### src/rtl/twi_reg_pkg.sv
package twi_reg_pkg;
  localparam int unsigned BYTE_W = 8;
  localparam logic [7:0] CMD_ADDR  = 8'h40;
  localparam logic [7:0] MAC_ADDR  = 8'h41;
  localparam logic [7:0] PROT_BASE = 8'h50;
  localparam logic [7:0] SEC_ADDR  = 8'h60;
  localparam logic [7:0] ID_BASE   = 8'h68;
  localparam logic [7:0] NO_DATA   = 8'hFF;

  typedef enum logic [2:0] {
    RG_SCR, RG_CMD, RG_MAC, RG_PROT, RG_SEC, RG_ID, RG_NONE
  } region_e;

  function automatic region_e region_of(input logic [7:0] a, input int unsigned scr_bytes,
                                        input int unsigned n_pages, input int unsigned id_bytes);
    if (32'(a) < scr_bytes) return RG_SCR;
    if (a == CMD_ADDR) return RG_CMD;
    if (a == MAC_ADDR) return RG_MAC;
    if (a >= PROT_BASE && 32'(a) < 32'(PROT_BASE) + n_pages) return RG_PROT;
    if (a == SEC_ADDR) return RG_SEC;
    if (a >= ID_BASE && 32'(a) < 32'(ID_BASE) + id_bytes) return RG_ID;
    return RG_NONE;
  endfunction
endpackage

### src/rtl/twi_scl_watchdog.sv
module twi_scl_watchdog #(
  parameter int unsigned TIMEOUT_CYC = 10_000_000
) (
  input  logic clk_i,
  input  logic rst_ni,
  input  logic scl_i,
  output logic expire_o
);
  localparam int unsigned CNT_W = $clog2(TIMEOUT_CYC + 1);

  logic [CNT_W-1:0] cnt_q;
  logic             expire_q;

  // saturate at the limit so one low phase yields a single pulse
  always_ff @(posedge clk_i or negedge rst_ni) begin
    if (!rst_ni) begin
      cnt_q    <= '0;
      expire_q <= 1'b0;
    end else begin
      expire_q <= 1'b0;
      if (scl_i) begin
        cnt_q <= '0;
      end else if (cnt_q != CNT_W'(TIMEOUT_CYC)) begin
        cnt_q <= cnt_q + 1'b1;
        if (cnt_q == CNT_W'(TIMEOUT_CYC - 1)) expire_q <= 1'b1;
      end
    end
  end

  assign expire_o = expire_q;
endmodule

### src/rtl/twi_scratch_buf.sv
module twi_scratch_buf #(
  parameter int unsigned SCR_BYTES = 32,
  parameter int unsigned GRP_BYTES = 4
) (
  input  logic                     clk_i,
  input  logic                     rst_ni,
  input  logic                     wr_i,
  input  logic [$clog2(SCR_BYTES)-1:0] off_i,
  input  logic [7:0]               wdata_i,
  input  logic                     flush_i,
  output logic [SCR_BYTES*8-1:0]   mem_o
);
  localparam int unsigned OFF_W = $clog2(SCR_BYTES);
  localparam int unsigned LANE_W = $clog2(GRP_BYTES);
  localparam int unsigned N_GRP = SCR_BYTES / GRP_BYTES;

  logic [GRP_BYTES-2:0][7:0] stage_q;
  logic [GRP_BYTES-2:0]      mask_q;
  logic [LANE_W-1:0]         lane;
  logic [OFF_W-LANE_W-1:0]   grp;
  logic                      last_lane, commit;

  assign lane      = off_i[LANE_W-1:0];
  assign grp       = off_i[OFF_W-1:LANE_W];
  assign last_lane = (lane == LANE_W'(GRP_BYTES - 1));
  assign commit    = wr_i && last_lane && (&mask_q);

  always_ff @(posedge clk_i or negedge rst_ni) begin
    if (!rst_ni) begin
      stage_q <= '0;
      mask_q  <= '0;
    end else if (flush_i) begin
      mask_q <= '0;
    end else if (wr_i) begin
      if (last_lane) begin
        mask_q <= '0;
      end else begin
        stage_q[lane] <= wdata_i;
        mask_q[lane]  <= 1'b1;
      end
    end
  end

  for (genvar g = 0; g < N_GRP; g++) begin : g_grp
    logic [GRP_BYTES*8-1:0] word_q;
    always_ff @(posedge clk_i or negedge rst_ni) begin
      if (!rst_ni) word_q <= '0;
      else if (commit && grp == (OFF_W-LANE_W)'(g)) word_q <= {wdata_i, stage_q};
    end
    assign mem_o[g*GRP_BYTES*8 +: GRP_BYTES*8] = word_q;
  end
endmodule

### src/rtl/twi_reg_port.sv
module twi_reg_port
  import twi_reg_pkg::*;
#(
  parameter int unsigned N_PAGES     = 16,
  parameter int unsigned ID_BYTES    = 8,
  parameter int unsigned SCR_BYTES   = 32,
  parameter int unsigned GRP_BYTES   = 4,
  parameter int unsigned TIMEOUT_CYC = 10_000_000
) (
  input  logic                   clk_i,
  input  logic                   rst_ni,
  input  logic                   scl_i,
  input  logic                   stop_i,
  input  logic                   addr_ld_i,
  input  logic [7:0]             addr_i,
  input  logic                   wr_i,
  input  logic [7:0]             wdata_i,
  input  logic                   rd_i,
  output logic [7:0]             rdata_o,
  input  logic [N_PAGES*8-1:0]   prot_i,
  input  logic [7:0]             secret_i,
  input  logic [ID_BYTES*8-1:0]  id_i,
  input  logic [7:0]             mac_rdata_i,
  output logic                   mac_rd_o,
  output logic                   mac_wr_o,
  output logic [7:0]             mac_wdata_o,
  output logic                   cmd_valid_o,
  output logic [7:0]             cmd_code_o,
  output logic [7:0]             cmd_param_o,
  output logic [SCR_BYTES*8-1:0] scratch_o,
  output logic                   timeout_o,
  output logic                   bus_stop_o
);
  localparam int unsigned SO_W = $clog2(SCR_BYTES);
  localparam int unsigned PG_W = $clog2(N_PAGES);
  localparam int unsigned ID_W = $clog2(ID_BYTES);

  logic [7:0] ptr_q, rdata_q, code_q, param_q, rd_mux;
  logic       scr_ok_q, cmd_pend_q, cmd_valid_q, expire;
  region_e    region;
  logic       scr_wr, cmd_hit, hold_ptr, flush;

  logic [7:0] prot_b [N_PAGES];
  logic [7:0] id_b   [ID_BYTES];
  logic [7:0] scr_b  [SCR_BYTES];

  for (genvar p = 0; p < N_PAGES; p++) begin : g_prot
    assign prot_b[p] = prot_i[p*8 +: 8];
  end
  for (genvar k = 0; k < ID_BYTES; k++) begin : g_id
    assign id_b[k] = id_i[k*8 +: 8];
  end
  for (genvar s = 0; s < SCR_BYTES; s++) begin : g_scr
    assign scr_b[s] = scratch_o[s*8 +: 8];
  end

  twi_scl_watchdog #(.TIMEOUT_CYC(TIMEOUT_CYC)) u_wdog (
    .clk_i   (clk_i),
    .rst_ni  (rst_ni),
    .scl_i   (scl_i),
    .expire_o(expire)
  );

  assign timeout_o  = expire;
  assign bus_stop_o = stop_i | expire;
  assign flush      = bus_stop_o | addr_ld_i;

  assign region   = region_of(ptr_q, SCR_BYTES, N_PAGES, ID_BYTES);
  assign scr_wr   = wr_i && !flush && region == RG_SCR && scr_ok_q;
  assign cmd_hit  = wr_i && !flush && region == RG_CMD;
  assign mac_rd_o = rd_i && region == RG_MAC;
  assign mac_wr_o = wr_i && region == RG_MAC;
  assign mac_wdata_o = wdata_i;
  // pointer parks on the MAC port and on the command code byte
  assign hold_ptr = (region == RG_MAC) || (cmd_hit && !cmd_pend_q);

  twi_scratch_buf #(.SCR_BYTES(SCR_BYTES), .GRP_BYTES(GRP_BYTES)) u_scr (
    .clk_i  (clk_i),
    .rst_ni (rst_ni),
    .wr_i   (scr_wr),
    .off_i  (ptr_q[SO_W-1:0]),
    .wdata_i(wdata_i),
    .flush_i(flush),
    .mem_o  (scratch_o)
  );

  always_comb begin
    unique case (region)
      RG_SCR:  rd_mux = scr_ok_q ? scr_b[ptr_q[SO_W-1:0]] : NO_DATA;
      RG_MAC:  rd_mux = mac_rdata_i;
      RG_PROT: rd_mux = prot_b[PG_W'(ptr_q - PROT_BASE)];
      RG_SEC:  rd_mux = secret_i;
      RG_ID:   rd_mux = id_b[ID_W'(ptr_q - ID_BASE)];
      default: rd_mux = NO_DATA;
    endcase
  end

  always_ff @(posedge clk_i or negedge rst_ni) begin
    if (!rst_ni) begin
      ptr_q    <= '0;
      scr_ok_q <= 1'b1;
      rdata_q  <= '0;
    end else begin
      if (rd_i) rdata_q <= rd_mux;
      if (addr_ld_i) begin
        ptr_q    <= addr_i;
        scr_ok_q <= (addr_i == 8'h00);
      end else begin
        if (bus_stop_o) scr_ok_q <= 1'b0;
        if ((wr_i || rd_i) && !hold_ptr) ptr_q <= ptr_q + 8'd1;
      end
    end
  end

  always_ff @(posedge clk_i or negedge rst_ni) begin
    if (!rst_ni) begin
      cmd_pend_q  <= 1'b0;
      cmd_valid_q <= 1'b0;
      code_q      <= '0;
      param_q     <= '0;
    end else begin
      cmd_valid_q <= 1'b0;
      if (flush) begin
        cmd_pend_q <= 1'b0;
      end else if (cmd_hit) begin
        if (!cmd_pend_q) begin
          code_q     <= wdata_i;
          cmd_pend_q <= 1'b1;
        end else begin
          param_q     <= wdata_i;
          cmd_pend_q  <= 1'b0;
          cmd_valid_q <= 1'b1;
        end
      end
    end
  end

  assign rdata_o     = rdata_q;
  assign cmd_valid_o = cmd_valid_q;
  assign cmd_code_o  = code_q;
  assign cmd_param_o = param_q;
endmodule

### config.mk
export PLATFORM = sky130hd
export DESIGN_NAME = twi_reg_port
export DESIGN_NICKNAME = d
export VERILOG_FILES = /design/src/rtl/twi_reg_pkg.sv /design/src/rtl/twi_scl_watchdog.sv /design/src/rtl/twi_scratch_buf.sv /design/src/rtl/twi_reg_port.sv
export SDC_FILE = /design/constraint.sdc
export NUM_CORES = 1
export LEC_CHECK = 0
export ABC_AREA = 0
export ABC_CLOCK_PERIOD_IN_PS = 4750
export BUFFER_PORTS_ARGS = -buffer_cell sky130_fd_sc_hd__buf_2
export CAP_MARGIN = 10
export CORE_MARGIN = 10
export CORE_UTILIZATION = 30
export DETAILED_ROUTE_END_ITERATION = 8
export PLACE_DENSITY = 0.56
export SLEW_MARGIN = 5
export SYNTH_ARGS = -nofsm -noshare
export SYNTH_HDL_FRONTEND = slang
export SYNTH_HIERARCHICAL = 1
export SYNTH_SLANG_ARGS = --single-unit
### constraint.sdc
create_clock -name clk_i -period 4.75 [get_ports clk_i]
set_input_delay 0.7125 -clock clk_i [delete_from_list [all_inputs] [get_ports clk_i]]
set_output_delay 0.7125 -clock clk_i [all_outputs]
set_load 0.02 [all_outputs]
# [After elaboration in Yosys (flattened, before gate mapping)]
# Cells that the tools add are included.
[op_classes] add_sub_neg=4 n_lt_le_gt_ge=10 n_eq_ne=18 muxes=68 bitwise=9 n_reduce_logical=38
[op_table] cell="8-bit two-way mux" n=10
[op_table] cell="24-bit two-way mux" n=2
[op_table] cell="3-bit two-way mux" n=16
[op_table] cell="8-bit binary-select mux with 5-bit select" n=1
[op_table] cell="8-bit one-hot mux with 5 select lines" n=1
[op_table] cell="1-bit two-way mux" n=33
[op_table] cell="8-bit binary-select mux with 4-bit select" n=1
[op_table] cell="24-bit by 1-bit adder with 24-bit output (second input constant)" n=1
[op_table] cell="8-bit binary-select mux with 3-bit select" n=1
[op_table] cell="24-bit bitwise mux" n=1
[op_table] cell="24-bit equality test (second input constant)" n=1
[op_table] cell="8-bit by 7-bit equality test with 1-bit output (second input constant)" n=3
[op_table] cell="24-bit inequality test (second input constant)" n=1
[op_table] cell="1-bit logical AND" n=21
[op_table] cell="3-bit equality test (second input constant)" n=6
[op_table] cell="8-bit demux with 2-bit select" n=1
[op_table] cell="8-bit by 7-bit greater-or-equal comparator with 1-bit output (second input constant)" n=2
[op_table] cell="8-bit by 7-bit less-than comparator with 1-bit output (second input constant)" n=2
[op_table] cell="3-bit by 2-bit equality test with 1-bit output (second input constant)" n=4
[op_table] cell="3-bit AND reduction" n=4
[op_table] cell="2-bit nonzero test" n=5
[op_table] cell="8-bit by 1-bit adder with 8-bit output (second input constant)" n=1
[op_table] cell="8-bit logical NOT" n=1
[op_table] cell="8-bit by 6-bit less-than comparator with 1-bit output (second input constant)" n=1
[op_table] cell="19 further kinds" n=27
[word_totals] ff_bits=343 in_bits=231 out_inout_bits=293 wordCells=168

# [Longest topological paths before layout]
[depth] depth_word=31 depth_mapped=12 depth_no_buf=7

# [Modules after synthesis]
# Netlist, hierarchy kept.
[modules_own_cells] mod="twi_scratch_buf" instances=1 cells_per_inst=626 area_each_um2=10956.8 seq_area_each_um2=7081.8
[modules_own_cells] mod="twi_reg_port" instances=1 cells_per_inst=492 area_each_um2=5589.1 seq_area_each_um2=877.1
[modules_own_cells] mod="twi_scl_watchdog" instances=1 cells_per_inst=141 area_each_um2=1361.3 seq_area_each_um2=625.6

# [Worst setup path before layout]
# OpenSTA, ideal clock, no wires.
[synth_path] path_kind="in2reg" startpoint="input port addr_ld_i" endpoint="register u_scr.g_grp[4].word_q[21]" setup_ns=0.125 t_arrival_ns=3.019 t_required_ns=4.625 path_slack_ns=1.606 cell_stages=7 path_buffers=1 cell_sequence="nor3_1 -> inv_1 -> nor3_1 -> nand2_4 -> nor4_4 -> buf_6 -> mux2_2"
[synth_between] elab_chain_len=8
[synth_lines] element="start, declared" line="twi_reg_port.sv:14" source="input logic addr_ld_i,"
[synth_lines] element="1-bit OR" line="twi_reg_port.sv:66" source="assign flush = bus_stop_o | addr_ld_i;"
[synth_lines] element="via flush" line="twi_reg_port.sv:41" source="logic scr_wr, cmd_hit, hold_ptr, flush;"
[synth_lines] element="1-bit logical NOT" line="twi_reg_port.sv:69" source="assign scr_wr = wr_i && !flush && region == RG_SCR && scr_ok_q;"
[synth_lines] element="1-bit logical AND (3 in series)" line="twi_reg_port.sv:69"
[synth_lines] element="via scr_wr" line="twi_reg_port.sv:41"
[synth_lines] element="1-bit logical AND (2 in series)" line="twi_scratch_buf.sv:26" source="assign commit = wr_i && last_lane && (&mask_q);"
[synth_lines] element="1-bit logical AND" line="twi_scratch_buf.sv:48" source="else if (commit && grp == (OFF_W-LANE_W)'(g)) word_q <= {wdata_i, stage_q};"
[synth_lines] element="end signal, assigned" line="twi_scratch_buf.sv:48"
[synth_lines] element="end, declared" line="twi_scratch_buf.sv:45" source="logic [GRP_BYTES*8-1:0] word_q;"
# The timed path passes the listed nets, and every way through them passes these cells.
# A chain may end at the register's enable or synchronous reset.

# [Worst setup path in the final report]
[layout_path] startpoint="register ptr_q[0]" endpoint="output port mac_rd_o"
[layout_between] elab_chain_len=16 word_cells_on_any_way=45 classes_between="order compare (5); eq/ne (4); mux (33); reduce/logical (3)"
[layout_lines] element="start, declared" line="twi_reg_port.sv:38" source="logic [7:0] ptr_q, rdata_q, code_q, param_q, rd_mux;"
[layout_lines] element="start signal, assigned" line="twi_reg_port.sv:106" source="ptr_q <= addr_i;"
[layout_lines] element="start signal, assigned" line="twi_reg_port.sv:110" source="if ((wr_i || rd_i) && !hold_ptr) ptr_q <= ptr_q + 8'd1;"
[layout_lines] element="8-bit by 7-bit greater-or-equal comparator with 1-bit output or 8-bit by 7-bit less-than comparator with 1-bit output (tied branches)" line="twi_reg_pkg.sv:21" source="if (a >= ID_BASE && 32'(a) < 32'(ID_BASE) + id_bytes) return RG_ID;"
[layout_lines] element="1-bit logical AND" line="twi_reg_pkg.sv:21"
[layout_lines] element="1-bit two-way mux (2 in series)" line="twi_reg_pkg.sv:21"
[layout_lines] element="1-bit two-way mux" line="twi_reg_pkg.sv:20" source="if (a == SEC_ADDR) return RG_SEC;"
[layout_lines] element="1-bit two-way mux" line="twi_reg_pkg.sv:19" source="if (a >= PROT_BASE && 32'(a) < 32'(PROT_BASE) + n_pages) return RG_PROT;"
[layout_lines] element="1-bit two-way mux" line="twi_reg_pkg.sv:18" source="if (a == MAC_ADDR) return RG_MAC;"
[layout_lines] element="1-bit two-way mux" line="twi_reg_pkg.sv:17" source="if (a == CMD_ADDR) return RG_CMD;"
[layout_lines] element="3-bit two-way mux" line="twi_reg_pkg.sv:22" source="return RG_NONE;"
[layout_lines] element="3-bit two-way mux" line="twi_reg_pkg.sv:21"
[layout_lines] element="3-bit two-way mux" line="twi_reg_pkg.sv:20"
[layout_lines] element="3-bit two-way mux" line="twi_reg_pkg.sv:19"
[layout_lines] element="3-bit two-way mux" line="twi_reg_pkg.sv:18"
[layout_lines] element="3-bit two-way mux (*)" line="twi_reg_pkg.sv:17"
[layout_lines] element="3-bit by 2-bit equality test with 1-bit output (*)" line="twi_reg_port.sv:71" source="assign mac_rd_o = rd_i && region == RG_MAC;"
[layout_lines] element="1-bit logical AND (*)" line="twi_reg_port.sv:71"
[layout_lines] element="end, declared" line="twi_reg_port.sv:24" source="output logic mac_rd_o,"
# Every way passes the cells marked *; elsewhere a longest branch is shown, timed or not. The select of a mux whose other input is x is not followed.

==> impl_metrics.json <==
{
  "finalCriticalPeriod_ns": 3.40,
  "track_usage_pct": 19.6,
  "ys_types": 69,
  "synth_top_family_by_area": "multiplexers",
  "critPathRequiredTime_ns": 4.04,
  "synth_nets": 1495,
  "coreArea_sq_mm": 0.0590,
  "synth_warnings": 6,
  "synth-xor-area-share_pct": 0.783,
  "cp-startpoint": "ptr_q[0]",
  "finalSetupViolCount": 0,
  "rr_worst_depth": 6,
  "post_cts_buffers": 0,
  "hold_viol_final": 0,
  "clockRootBuffer": "clkbuf_16",
  "muxShareOfSynthArea_pct": 34.6,
  "synth_compound_area_share_pct": 4.74,
  "netlist_area_sq_mm": 0.0179,
  "ios": 524,
  "layout-drive-gt1-share_pct": 57.3,
  "ys_ff_latch": 343,
  "cts_buffer_depth": 3,
  "ys_seq_area_share_pct": 47.9,
  "leakage_nw": 11.4,
  "place.gp.congestion": 0.918,
  "die_y_microns": 264,
  "overflow": 0,
  "synth-simple-area-share_pct": 7.47,
  "drt_pass1_iterations": 5,
  "power.density_mw_per_mm2": 318,
  "cts_tree": "built",
  "cp_max_fo": 40,
  "grt_pass1_vias": 14002,
  "vias": 13443,
  "slew_viol_final": 0,
  "worstMarginPinSlew_ns": 1.01,
  "period_share_pct": 71.6,
  "drc_errors": 0,
  "drt_wl_total_microns": 71400,
  "cp-start-kind": "flop",
  "start_util_pct": 30.3,
  "port_buffers": 523,
  "total_power_w": 0.00719,
  "wire_per_inst_microns": 27.8,
  "dieArea_sq_mm": 0.0699,
  "finClkSkew_ns": 0.0371,
  "areaGrowthSynthToFinish_pct": 26.1,
  "synth_commonest_cells": "dfrtp_1, mux2_2, mux4_2",
  "status": "finished, final reports clean",
  "synth_edf_count": 0,
  "yosysTopAreaCellShare_pct": 47.8,
  "cts_max_level": 2,
  "antenna_found_initial": 4,
  "path_class": "flop to output pin",
  "grt_pass1_wl_microns": 102000,
  "syn-instance-count": 1259,
  "die_x_microns": 264,
  "cts_buffers": 41,
  "via_per_inst": 5.24,
  "avgSynthCellArea_sq_um": 14.2,
  "cts_resized": 0,
  "netlist_top_cells_area": "dfrtp_1, mux2_2, mux4_2, mux2i_1, mux2_1",
  "endpoint_kind": "output pin",
  "max_freq_mhz": 294,
  "postCtsHoldBufs": 0,
  "rows": 89,
  "synthArstFlopShare_pct": 100,
  "clock-sinks": 343,
  "irDropWorstVdd_v": 0.000212,
  "grt_max_degree": 109,
  "drtIter0Drc": 877,
  "hp-class": "primary input to async pin",
  "synth_top_cell_by_area": "dfrtp_1",
  "synthAdderAreaFrac_pct": 0.349,
  "nNetsFinal": 1992,
  "maxSlewHeadroom_pct": 32.0,
  "post-synth-top-count-cell": "dfrtp_1",
  "r2r-start": "ptr_q[0]",
  "fillerInstances": 5759,
  "antenna_left": 0,
  "worstPathArrival_ns": 2.69,
  "clock_latency_ns": 0.58,
  "dpl.hpwl_microns": 54700,
  "setup_tns_ns": 0,
  "clk_pin_slew_worst_paths_ns": 0.06,
  "synth_flop_cell": "dfrtp_1",
  "drv_cap": 0,
  "grt_setup_unrepaired": "no"
}
==> report_power, final <==
group          switching [W]  internal, W
clock                0.00132      0.00196
combinational       0.000468     0.000379
sequential          0.000102      0.00295
==> path summary, 6_finish.rpt <==
kind | to | slack, ns
setup reg to reg | rdata_o[6] | 1.42
max in group asynchronous | ptr_q[0] | 3.29
hold / removal | u_scr/g_grp[7].word_q[13] | 0.25
setup / recovery | mac_rd_o | 1.35
min in group clk_i | ptr_q[4] | 0.41
hold reg to reg | cmd_code_o[4] | 0.48
==> sequential cells by signal, summed over array words and instances, names as in the netlist <==
signal              flops
scr_ok_q                1
u_wdog/expire_o         1
cmd_pend_q              1
u_scr/g_grp.word_q    256
u_scr/mask_q            3
cmd_valid_o             1
cmd_param_o             8
u_scr/stage_q          24
ptr_q                   8
u_wdog/cnt_q           24
cmd_code_o              8
rdata_o                 8
==> final cells by class <==
| type | instances | area [sq um] | share of cell area [%] |
|---|---|---|---|
| well taps | 773 | 967 | 4.28 |
| diodes | 4 | 10.0 | 0.0443 |
| clock buffers | 56 | 1130 | 5.02 |
| repair buffers | 553 | 2920 | 12.9 |
| flip-flops and latches | 343 | 8600 | 38.1 |
| inverters | 18 | 67.6 | 0.299 |
| multi-input cells | 799 | 8610 | 38.1 |
| clock inverters | 19 | 280 | 1.24 |
==> cell usage in the layout (no fill, tap or decap), types with 9 or more instances in the layout <==
| cell | count |
|---|---|
| dfrtp_1 | 338 |
| clkbuf_16 | 41 |
| nor2b_1 | 11 |
| inv_1 | 17 |
| nor2_1 | 32 |
| xor2_1 | 13 |
| nand2_1 | 32 |
| o21ai_0 | 12 |
| mux2i_1 | 54 |
| nor3_1 | 9 |
| a21oi_1 | 24 |
| buf_2 | 522 |
| nor4_1 | 10 |
| nand3_1 | 23 |
| a22oi_1 | 24 |
| mux4_2 | 100 |
| mux2_1 | 33 |
| buf_4 | 25 |
| mux2_2 | 243 |
| nand4_1 | 10 |
| clkbuf_1 | 10 |
| mux2_4 | 20 |
==> stage by stage <==
stage               cells  setup slack [ns]  hold slack [ns]  utilization [%]  area (sq um)
floorplan            1259              1.61            0.417                -         17900
global placement     2486              1.31            0.463             35.8         21200
global route         2565              1.14            0.298             38.3         22600
finish               2565              1.35            0.251             38.3         22600
CTS                  2561              1.27            0.244             38.2         22600
detailed placement   2486              1.32            0.469             35.8         21200
==> per-layer routing <==
| layer | vias to the layer above | GRT usage (%) | share of wire (%) |
|---|---|---|---|
| met5 | - | 0 | 0 |
| met4 | 0 | 5.41 | 2.3 |
| met3 | 76 | 5.40 | 7.2 |
| met2 | 473 | 35.0 | 52 |
| met1 | 7113 | 22.5 | 38 |
| li1 | 5781 | - | - |
==> worst max-delay path: stages, from the launching register on <==
cell and delay [ns]:
dfrtp_4 0.95, clkinv_1 0.23, ha_1 0.31, nor3_1 0.30, and2_1 0.17, buf_2 0.16
==> kinds of logic after synthesis <==
group,after synthesis
buf+inv,117
simple gates,205
mux,450
fa+ha+maj,5
compound gates,123
flops,343
xor+xnor,16
Note: power is estimated with default switching activity, not from simulation.
